==> src/rtl/conv_seq_pkg.sv <==
package conv_seq_pkg;

  typedef enum logic [1:0] {
    CH_V   = 2'd0,
    CH_W   = 2'd1,
    CH_U   = 2'd2,
    CH_AUX = 2'd3
  } chan_e;

  typedef struct packed {
    logic  last;
    chan_e ch;
  } step_t;

  localparam int unsigned ADDR_W  = 4;
  localparam int unsigned N_CHAN  = 4;
  localparam int unsigned CTRL_W  = 5;

  // control register fields
  localparam int unsigned CB_U     = 0;
  localparam int unsigned CB_AUX   = 1;
  localparam int unsigned CB_DIV2  = 2;
  localparam int unsigned CB_IRQEN = 3;
  localparam int unsigned CB_LEVEL = 4;

  localparam logic [ADDR_W-1:0] A_RES_V   = 4'h5;
  localparam logic [ADDR_W-1:0] A_RES_W   = 4'h6;
  localparam logic [ADDR_W-1:0] A_RES_AUX = 4'h7;
  localparam logic [ADDR_W-1:0] A_RES_U   = 4'h8;
  localparam logic [ADDR_W-1:0] A_CTRL    = 4'hD;
  localparam logic [ADDR_W-1:0] A_STAT    = 4'hE;

  // next channel after cur in V,W,U,AUX order; last=1 when cur ends the group
  function automatic step_t next_step(input chan_e cur, input logic u_en, input logic aux_en);
    step_t s;
    s.last = 1'b0;
    s.ch   = cur;
    case (cur)
      CH_V: s.ch = CH_W;
      CH_W: begin
        if (u_en)        s.ch = CH_U;
        else if (aux_en) s.ch = CH_AUX;
        else             s.last = 1'b1;
      end
      CH_U: begin
        if (aux_en) s.ch = CH_AUX;
        else        s.last = 1'b1;
      end
      default: s.last = 1'b1;
    endcase
    return s;
  endfunction

  function automatic int unsigned group_size(input logic u_en, input logic aux_en);
    return 2 + int'(u_en) + int'(aux_en);
  endfunction

  function automatic int unsigned group_cycles(input int unsigned acq, input int unsigned conv,
                                               input int unsigned n);
    return acq + n * conv;
  endfunction

  function automatic logic res_hit(input logic [ADDR_W-1:0] a);
    return (a == A_RES_V) || (a == A_RES_W) || (a == A_RES_AUX) || (a == A_RES_U);
  endfunction

  function automatic chan_e res_chan(input logic [ADDR_W-1:0] a);
    chan_e c;
    case (a)
      A_RES_W:   c = CH_W;
      A_RES_AUX: c = CH_AUX;
      A_RES_U:   c = CH_U;
      default:   c = CH_V;
    endcase
    return c;
  endfunction

endpackage

==> src/rtl/sys_tick_gen.sv <==
module sys_tick_gen (
  input  logic clk,
  input  logic rst_n,
  input  logic div2,
  output logic tick
);
  logic phase;

  always_ff @(posedge clk) begin
    if (!rst_n) phase <= 1'b0;
    else        phase <= ~phase;
  end

  assign tick = ~div2 | phase;
endmodule

==> src/rtl/group_fsm.sv <==
module group_fsm
  import conv_seq_pkg::*;
#(
  parameter int unsigned ACQ_CYC  = 20,
  parameter int unsigned CONV_CYC = 40
) (
  input  logic  clk,
  input  logic  rst_n,
  input  logic  tick,
  input  logic  start,
  input  logic  u_en,
  input  logic  aux_en,
  output logic  busy,
  output logic  acq_track,
  output logic  conv_req,
  output chan_e cur_ch,
  output logic  slot_end,
  output logic  grp_end
);
  localparam int unsigned CMAX = (ACQ_CYC > CONV_CYC) ? ACQ_CYC : CONV_CYC;
  localparam int unsigned CW   = (CMAX > 1) ? $clog2(CMAX) : 1;
  localparam logic [CW-1:0] ACQ_LAST  = CW'(ACQ_CYC - 1);
  localparam logic [CW-1:0] CONV_LAST = CW'(CONV_CYC - 1);

  typedef enum logic [1:0] {S_IDLE, S_ACQ, S_CONV} state_e;

  state_e        st;
  logic [CW-1:0] cnt;
  chan_e         ch;
  logic          u_l, aux_l;
  logic          req_q;
  step_t         nxt;

  assign nxt      = next_step(ch, u_l, aux_l);
  assign slot_end = (st == S_CONV) && tick && (cnt == CONV_LAST);
  assign grp_end  = slot_end && nxt.last;

  always_ff @(posedge clk) begin
    if (!rst_n) begin
      st    <= S_IDLE;
      cnt   <= '0;
      ch    <= CH_V;
      u_l   <= 1'b0;
      aux_l <= 1'b0;
      req_q <= 1'b0;
    end else begin
      req_q <= 1'b0;
      case (st)
        S_IDLE: begin
          if (start) begin
            st    <= S_ACQ;
            cnt   <= '0;
            ch    <= CH_V;
            u_l   <= u_en;
            aux_l <= aux_en;
          end
        end
        S_ACQ: begin
          if (tick) begin
            if (cnt == ACQ_LAST) begin
              st    <= S_CONV;
              cnt   <= '0;
              req_q <= 1'b1;
            end else begin
              cnt <= cnt + 1'b1;
            end
          end
        end
        S_CONV: begin
          if (tick) begin
            if (cnt == CONV_LAST) begin
              cnt <= '0;
              if (nxt.last) begin
                st <= S_IDLE;
              end else begin
                ch    <= nxt.ch;
                req_q <= 1'b1;
              end
            end else begin
              cnt <= cnt + 1'b1;
            end
          end
        end
        default: st <= S_IDLE;
      endcase
    end
  end

  assign busy      = (st != S_IDLE);
  assign acq_track = (st == S_ACQ);
  assign conv_req  = req_q;
  assign cur_ch    = ch;
endmodule

==> src/rtl/result_bank.sv <==
module result_bank
  import conv_seq_pkg::*;
#(
  parameter int unsigned ADC_W = 11,
  parameter int unsigned REG_W = 12
) (
  input  logic                         clk,
  input  logic                         rst_n,
  input  logic                         wr,
  input  chan_e                        wr_ch,
  input  logic [ADC_W-1:0]             din,
  output logic [N_CHAN-1:0][REG_W-1:0] res
);
  localparam int unsigned PAD = REG_W - ADC_W;

  function automatic logic [REG_W-1:0] align(input logic [ADC_W-1:0] d);
    return {d, {PAD{1'b0}}};
  endfunction

  for (genvar g = 0; g < N_CHAN; g++) begin : g_res
    always_ff @(posedge clk) begin
      if (!rst_n)                          res[g] <= '0;
      else if (wr && (int'(wr_ch) == g))   res[g] <= align(din);
    end
  end
endmodule

==> src/rtl/irq_unit.sv <==
module irq_unit (
  input  logic clk,
  input  logic rst_n,
  input  logic tick,
  input  logic grp_end,
  input  logic stat_rd,
  input  logic irq_en,
  input  logic level,
  output logic done,
  output logic irq
);
  logic pulse;

  always_ff @(posedge clk) begin
    if (!rst_n) begin
      done  <= 1'b0;
      pulse <= 1'b0;
    end else begin
      if (grp_end)      done <= 1'b1;
      else if (stat_rd) done <= 1'b0;
      if (grp_end)      pulse <= 1'b1;
      else if (tick)    pulse <= 1'b0;
    end
  end

  assign irq = irq_en & (level ? done : pulse);
endmodule

==> src/rtl/conv_group_seq.sv <==
module conv_group_seq
  import conv_seq_pkg::*;
#(
  parameter int unsigned ACQ_CYC  = 20,
  parameter int unsigned CONV_CYC = 40,
  parameter int unsigned ADC_W    = 11,
  parameter int unsigned REG_W    = 12
) (
  input  logic             clk,
  input  logic             rst_n,
  input  logic             start,
  input  logic             rd_en,
  input  logic             wr_en,
  input  logic [3:0]       addr,
  input  logic [REG_W-1:0] wdata,
  output logic [REG_W-1:0] rdata,
  output logic             acq_track,
  output logic             conv_req,
  output logic [1:0]       conv_sel,
  input  logic [ADC_W-1:0] conv_data,
  output logic             irq
);
  logic [CTRL_W-1:0]            ctrl;
  logic                         tick, busy, slot_end, grp_end, done, stat_rd;
  logic                         irq_en_w, level_w;
  chan_e                        cur_ch;
  logic [N_CHAN-1:0][REG_W-1:0] res;
  logic [REG_W-1:0]             rd_mux, rdata_q;
  logic                         unused_wdata_hi;

  assign irq_en_w        = ctrl[CB_IRQEN];
  assign level_w         = ctrl[CB_LEVEL];
  assign stat_rd         = rd_en && (addr == A_STAT);
  assign unused_wdata_hi = ^wdata[REG_W-1:CTRL_W];

  always_ff @(posedge clk) begin
    if (!rst_n)                          ctrl <= '0;
    else if (wr_en && (addr == A_CTRL))  ctrl <= wdata[CTRL_W-1:0];
  end

  sys_tick_gen u_tick (
    .clk  (clk),
    .rst_n(rst_n),
    .div2 (ctrl[CB_DIV2]),
    .tick (tick)
  );

  group_fsm #(.ACQ_CYC(ACQ_CYC), .CONV_CYC(CONV_CYC)) u_fsm (
    .clk      (clk),
    .rst_n    (rst_n),
    .tick     (tick),
    .start    (start),
    .u_en     (ctrl[CB_U]),
    .aux_en   (ctrl[CB_AUX]),
    .busy     (busy),
    .acq_track(acq_track),
    .conv_req (conv_req),
    .cur_ch   (cur_ch),
    .slot_end (slot_end),
    .grp_end  (grp_end)
  );

  result_bank #(.ADC_W(ADC_W), .REG_W(REG_W)) u_res (
    .clk  (clk),
    .rst_n(rst_n),
    .wr   (slot_end),
    .wr_ch(cur_ch),
    .din  (conv_data),
    .res  (res)
  );

  irq_unit u_irq (
    .clk    (clk),
    .rst_n  (rst_n),
    .tick   (tick),
    .grp_end(grp_end),
    .stat_rd(stat_rd),
    .irq_en (irq_en_w),
    .level  (level_w),
    .done   (done),
    .irq    (irq)
  );

  always_comb begin
    rd_mux = '0;
    if (res_hit(addr))        rd_mux = res[res_chan(addr)];
    else if (addr == A_CTRL)  rd_mux = {{(REG_W-CTRL_W){1'b0}}, ctrl};
    else if (addr == A_STAT)  rd_mux = {{(REG_W-2){1'b0}}, busy, done};
  end

  always_ff @(posedge clk) begin
    if (!rst_n)     rdata_q <= '0;
    else if (rd_en) rdata_q <= rd_mux;
  end

  assign rdata    = rdata_q;
  assign conv_sel = cur_ch;
endmodule

==> config.mk <==
export PLATFORM = sky130hd
export DESIGN_NAME = conv_group_seq
export DESIGN_NICKNAME = d
export VERILOG_FILES = /design/src/rtl/conv_seq_pkg.sv /design/src/rtl/sys_tick_gen.sv /design/src/rtl/group_fsm.sv /design/src/rtl/result_bank.sv /design/src/rtl/irq_unit.sv /design/src/rtl/conv_group_seq.sv
export SDC_FILE = /design/constraint.sdc
export NUM_CORES = 1
export LEC_CHECK = 0
export BUFFER_PORTS_ARGS = -buffer_cell sky130_fd_sc_hd__buf_2
export CAP_MARGIN = 0
export CORE_MARGIN = 2
export CORE_UTILIZATION = 60
export CTS_CLUSTER_DIAMETER = 60
export CTS_CLUSTER_SIZE = 14
export DETAILED_ROUTE_END_ITERATION = 16
export GPL_TIMING_DRIVEN = 0
export HOLD_SLACK_MARGIN = 0.02
export PLACE_DENSITY = 0.82
export SYNTH_ARGS = -nofsm -noshare
export SYNTH_HDL_FRONTEND = slang
export SYNTH_HIERARCHICAL = 1
export SYNTH_SLANG_ARGS = --single-unit
export TNS_END_PERCENT = 10
==> constraint.sdc <==
create_clock -name clk -period 4.4 [get_ports clk]
set_input_delay 0.44 -clock clk [delete_from_list [all_inputs] [get_ports clk]]
set_output_delay 0.44 -clock clk [all_outputs]
set_load 0.05 [all_outputs]
==> Word-level counts from Yosys, hierarchy flattened <==
Index checks and enable logic that the tools add are counted.
{ "word_totals": {"regBits": 77, "inputBits": 32, "out_inout_bits": 17, "elab_cells": 110} }
{ "op_classes": {"n_addsub": 1, "order_cmp": 1, "eq_ne": 23, "mux": 42, "bitwise_logic": 4, "reduce_logical": 24} }
{ "op_table": {"columns": ["op", "n"], "rows": [
  ["$mux W6", 5],
  ["$mux W2", 14],
  ["$bmux W12 S2", 1],
  ["$mux W12", 2],
  ["$pmux W2 S3", 3],
  ["$pmux W6 S3", 1],
  ["$eq A4 B3 Y1 const B", 3],
  ["$eq A4 B4 Y1 const B", 3],
  ["$mux W1", 12],
  ["$reduce_and A6 Y1", 2],
  ["$logic_and A1 B1 Y1", 9],
  ["$eq A2 B2 Y1 const B", 4],
  ["$ne A2 B1 Y1 const B", 4],
  ["$reduce_bool A2 Y1", 4],
  ["$add A6 B1 Y6 const B", 1],
  ["$eq A2 B1 Y1 const B", 3],
  ["$eq A6 B5 Y1 const B", 1],
  ["$eq A6 B6 Y1 const B", 1],
  ["$logic_not A2 Y1", 3],
  ["$ne A2 B2 Y1 const B", 3],
  ["$mux W5", 1],
  ["$ne A4 B4 Y1 const B", 1],
  ["$pmux W2 S2", 1],
  ["$reduce_and A4 Y1", 1],
  ["other kinds (9)", 12]
]} }

==> Longest topological paths before layout <==
{ "depth": {"ltp_word": 8, "mapped_depth": 8, "mapped_depth_nobuf": 6} }

==> By module <==
The synthesis kept the hierarchy.
{ "by_module_without_submodules": {"columns": ["module", "instances", "cells_per_inst", "area_per_inst_um2", "seq_area_each_um2"], "rows": [
  ["result_bank", 1, 162, 1645.3, 880.8],
  ["conv_group_seq", 1, 154, 1298.7, 340.3],
  ["group_fsm", 1, 105, 952.2, 260.2],
  ["irq_unit", 1, 8, 98.8, 40.0],
  ["sys_tick_gen", 1, 3, 32.5, 20.0]
]} }

==> Worst setup path after synthesis <==
No wires, ideal clock.
{ "synth_timing": {"path_type": "register -> register", "from": "register u_fsm.ch[0], in the netlist u_fsm/cur_ch[0]", "to": "register u_fsm.st[0]", "t_arrival_ns": 1.987, "slack_ns": 2.341, "stages_incl_launch_ff": 7, "n_path_buf": 0, "cell_sequence": "dfxtp_1 -> inv_1 -> ha_1 -> nor2b_1 -> a2111o_1 -> nand4b_1 -> mux2i_1"} }
{ "synth_between": {"elab_chain_len": 4, "word_cells_on_any_way": 6, "classes_between": "eq/ne (3); mux (1); reduce/logical (2)"} }
{ "synth_lines": {"columns": ["item", "line", "source"], "rows": [
  ["start, declared", "group_fsm.sv:29", "chan_e ch;"],
  ["start signal, assigned", "group_fsm.sv:76", "ch <= nxt.ch;"],
  ["$eq A2 B2 Y1 (tied with other cells)", "conv_seq_pkg.sv:38", "case (cur)"],
  ["$pmux W1 S3 *", "conv_seq_pkg.sv:38", null],
  ["$ne A2 B1 Y1 (no source line) *", null, null],
  ["$reduce_and A6 Y1 (no source line) *", null, null],
  ["end signal, assigned", "group_fsm.sv:40", "st <= S_IDLE;"],
  ["end signal, assigned", "group_fsm.sv:51", "st <= S_ACQ;"],
  ["end signal, assigned", "group_fsm.sv:61", "st <= S_CONV;"],
  ["end, declared", "group_fsm.sv:27", "state_e st;"]
]} }
Every way passes the cells marked *; elsewhere a longest branch is shown, timed or not.
A chain may end at the register's enable or synchronous reset.

==> Worst setup path in the final report <==
{ "layout_timing": {"from": "register u_fsm.st[0]", "to": "register u_res/res[28] (netlist bit)"} }
{ "layout_between": {"elab_chain_len": 4} }
{ "layout_lines": {"columns": ["item", "line", "source"], "rows": [
  ["$eq A2 B2 Y1", "group_fsm.sv:35", "assign slot_end = (st == S_CONV) && tick && (cnt == CONV_LAST);"],
  ["$logic_and A1 B1 Y1 (2 in a row)", "group_fsm.sv:35", null],
  ["via slot_end", "conv_group_seq.sv:24", "logic tick, busy, slot_end, grp_end, done, stat_rd;"],
  ["$logic_and A1 B1 Y1", "result_bank.sv:23", "else if (wr && (int'(wr_ch) == g)) res[g] <= align(din);"],
  ["end, declared", "result_bank.sv:12", "output logic [N_CHAN-1:0][REG_W-1:0] res"]
]} }
The timed path passes the listed nets, and every way through them passes these cells.

==> results.toml <==
[timing]
setup_viol = 0
fin_crit_sh_pct = 55.7
timing.setup.tns_ps = 0
rsz0062_at_grt = "no"
fmax_ghz = 0.408
tightest_slew_ps = 975
slew_headroom_pct = 34.9
clock-skew-final_ps = 9.49
finalHoldViolations = 0
fin_hold_ws_ps = 336
slew_violations = 0
fin_crit_ps = 2450

[floorplanning]
die_w_um = 85.9
die_h_um = 85.9
initial_core_util_pct = 62.7
core_mm2 = 0.00642
dieArea_mm2 = 0.00738
std_cell_rows = 29
ioPinCount = 49

[routing]
routed_wl_mm = 9.46
via_per_inst = 5.96
drt_iter0_drc = 177
drcViolationCount = 0
vias = 3376
ant_nets = 0
dr.pass1.iters = 4
wire_per_inst_um = 16.7

[grt]
use_met3_pct = 3.37
antenna_found_initial = 0
met2_usage_pct = 41.8
grt_use_met1_pct = 35.8
grt_use_total_pct = 26.5
grt.busiest_layer = "met2"
grt_remaining_overflow = 0
grt_pass1_vias = 3233
grt_max_degree = 14
grt_pass1_wl_mm = 15.3

[yosys]
muxShareOfSynthArea_pct = 14.4
ys_seq_area_share_pct = 38.3
netlist_area_mm2 = 0.00403
ys.flop_type = "dfxtp_1"
synth_fa_ha_area_share_pct = 3.42
synth_seq_cells = 77
synth_edf_count = 0
yosysWarningCount = 6
synthXorXnorAreaFrac_pct = 0.435
synthArstFlopShare_pct = 0
synth_top_family_by_area = "simple AND/OR/NAND/NOR gates"
syn_inst = 432
ys_types = 68
syn_area_per_cell_um2 = 9.32
synth-simple-area-share_pct = 22.2
synth_compound_area_share_pct = 16.2

[worst_setup_path]
path_class = "flop to flop"
start_kind = "flop"
path_max_fanout = 10
endpoint_kind = "flop"
r2r_setup_slack_ps = 1950
cp.required_ps = 4680
arrival_ps = 2730

[cells_and_area]
final_common_cell = "nand2_1"
num-fill-cells = 490
nNetsFinal = 528
drive_gt1_share_pct = 19.8
regArea_mm2 = 0.00154
layoutNonFillerInstCount = 566
final_cell_mix = "87 x nand2_1, 77 x dfxtp_1, 58 x mux2i_1"
diodes = 0
multiInputGateArea_mm2 = 0.00230
areaGrowthSynthToFinish_pct = 13.0

[place]
port-buffer-count = 39
placedCellCount = 551
hpwl_mm = 6.70
place_congestion = 0.831

[clocking]
h-tree-depth = 3
root_buffer = "clkbuf_8"
cts_resized = 0
postCtsSetupBuffers = 0
ctsHoldBuffers = 0
cts_made_buffers = 9
clk_path_buf_depth = 2
clock_sinks = 77
cts_tree = "done"
clkTransAtPathRegs_ps = 80
clock_latency_ps = 360

[power_and_ir_drop]
p_per_area_mw_per_mm2 = 357
p_leak_nw = 1.93
ir_drop_mv = 0.337

[outcome]
status = "complete, no violations"

[min_path]
worstHoldPathType = "input port to flop"

[flow_run]
maxCapViolCount = 0
-- metal layers --
| metal | wire (µm) | up-vias | share of wire, % |
|---|---|---|---|
| met2 | 4460 | 125 | 47 |
| met5 | 0 | - | 0 |
| met1 | 4230 | 1594 | 45 |
| li1 | - | 1633 | - |
| met4 | 262 | 0 | 2.8 |
| met3 | 513 | 24 | 5.4 |
-- worst max-delay path, cell delays in order, from the launching register on --
cell     delay, ps
dfxtp_1        340
inv_1          110
ha_1           210
buf_2          250
nand2_1         70
nor4_1         550
and3b_1        290
buf_2          340
mux2i_1        220
-- synth_stat cells (2+ instances only) --
library cell  instances  area [µm²]
nand3b_1              2        15.0
o211ai_1              3        22.5
ha_1                 11         138
and3b_1               3        26.3
nand4_1               3        18.8
o31a_1                2        17.5
a21boi_0              5        37.5
o2111ai_1             5        43.8
nor2b_4               2        27.5
o21a_1                2        15.0
buf_1                 2        7.51
nor4_1                2        12.5
a21o_1                8        60.1
and4b_1               2        20.0
buf_4                 5        37.5
mux2i_1              58         581
o2bb2ai_1             2        17.5
a22oi_1               2        15.0
xnor2_1               2        17.5
nand4b_1              2        17.5
o41ai_1               2        17.5
o211a_1               3        30.0
clkbuf_1              7        26.3
nand2_1              87         327
a21oi_1               9        45.0
buf_2                 9        45.0
nor2_1               13        48.8
o211ai_2              7        87.6
inv_1                11        41.3
dfxtp_1              77        1540
nor2b_1               9        56.3
buf_6                 3        33.8
o21ai_0              11        55.1
nand3_1              17        85.1
nand2b_1              8        50.1
a211oi_1              3        22.5
a22o_1                2        17.5
-- worst paths after layout --
check,start,end,cells past startpoint
setup / recovery,u_fsm/st[0],u_res/res[28],8
hold / removal,wdata[0],ctrl[0],3
setup reg to reg,u_fsm/st[0],u_res/res[28],8
hold reg to reg,u_tick/phase,u_tick/phase,1
-- logic make-up after synthesis --
family | Yosys count
xor+xnor | 2
simple gates | 164
other cells | 1
mux | 58
flops | 77
buf+inv | 39
compound gates | 80
fa+ha+maj | 11
-- sequential cells by signal, summed over array words and instances, names as in the netlist, 2 cells and up --
signal,count
ctrl,5
rdata,12
u_fsm/cnt,6
u_fsm/cur_ch,2
u_fsm/st,2
u_res/res,44
-- area by class of cell --
cell class              instances  share of cell area (%)
well taps                      77                    2.12
inverters                      12                   0.990
clock buffers                  10                    3.02
multi-input cells             319                    50.5
flip-flops and latches         77                    33.9
plain buffers                  27                    3.41
clock inverters                 5                    1.84
repair buffers                 39                    4.29
-- through the flow --
stage                     power [mW]  area (µm²)  util, %  setup WS [ps]
after floorplan                0.964        4040        -           2340
after global placement          1.03        4330     67.4           2050
after detailed placement        1.04        4330     67.4           1970
after CTS                       1.63        4550     70.9           1950
after global routing            1.69        4550     70.9           1650
final                           1.63        4550     70.9           1950
-- power breakdown --
part	internal, mW	switching [mW]	leakage [nW]
Sequential	0.708	0.0119	0.621
Clock	0.334	0.269	0.105
Combinational	0.106	0.197	1.20
(Power assumes the default switching activity.)
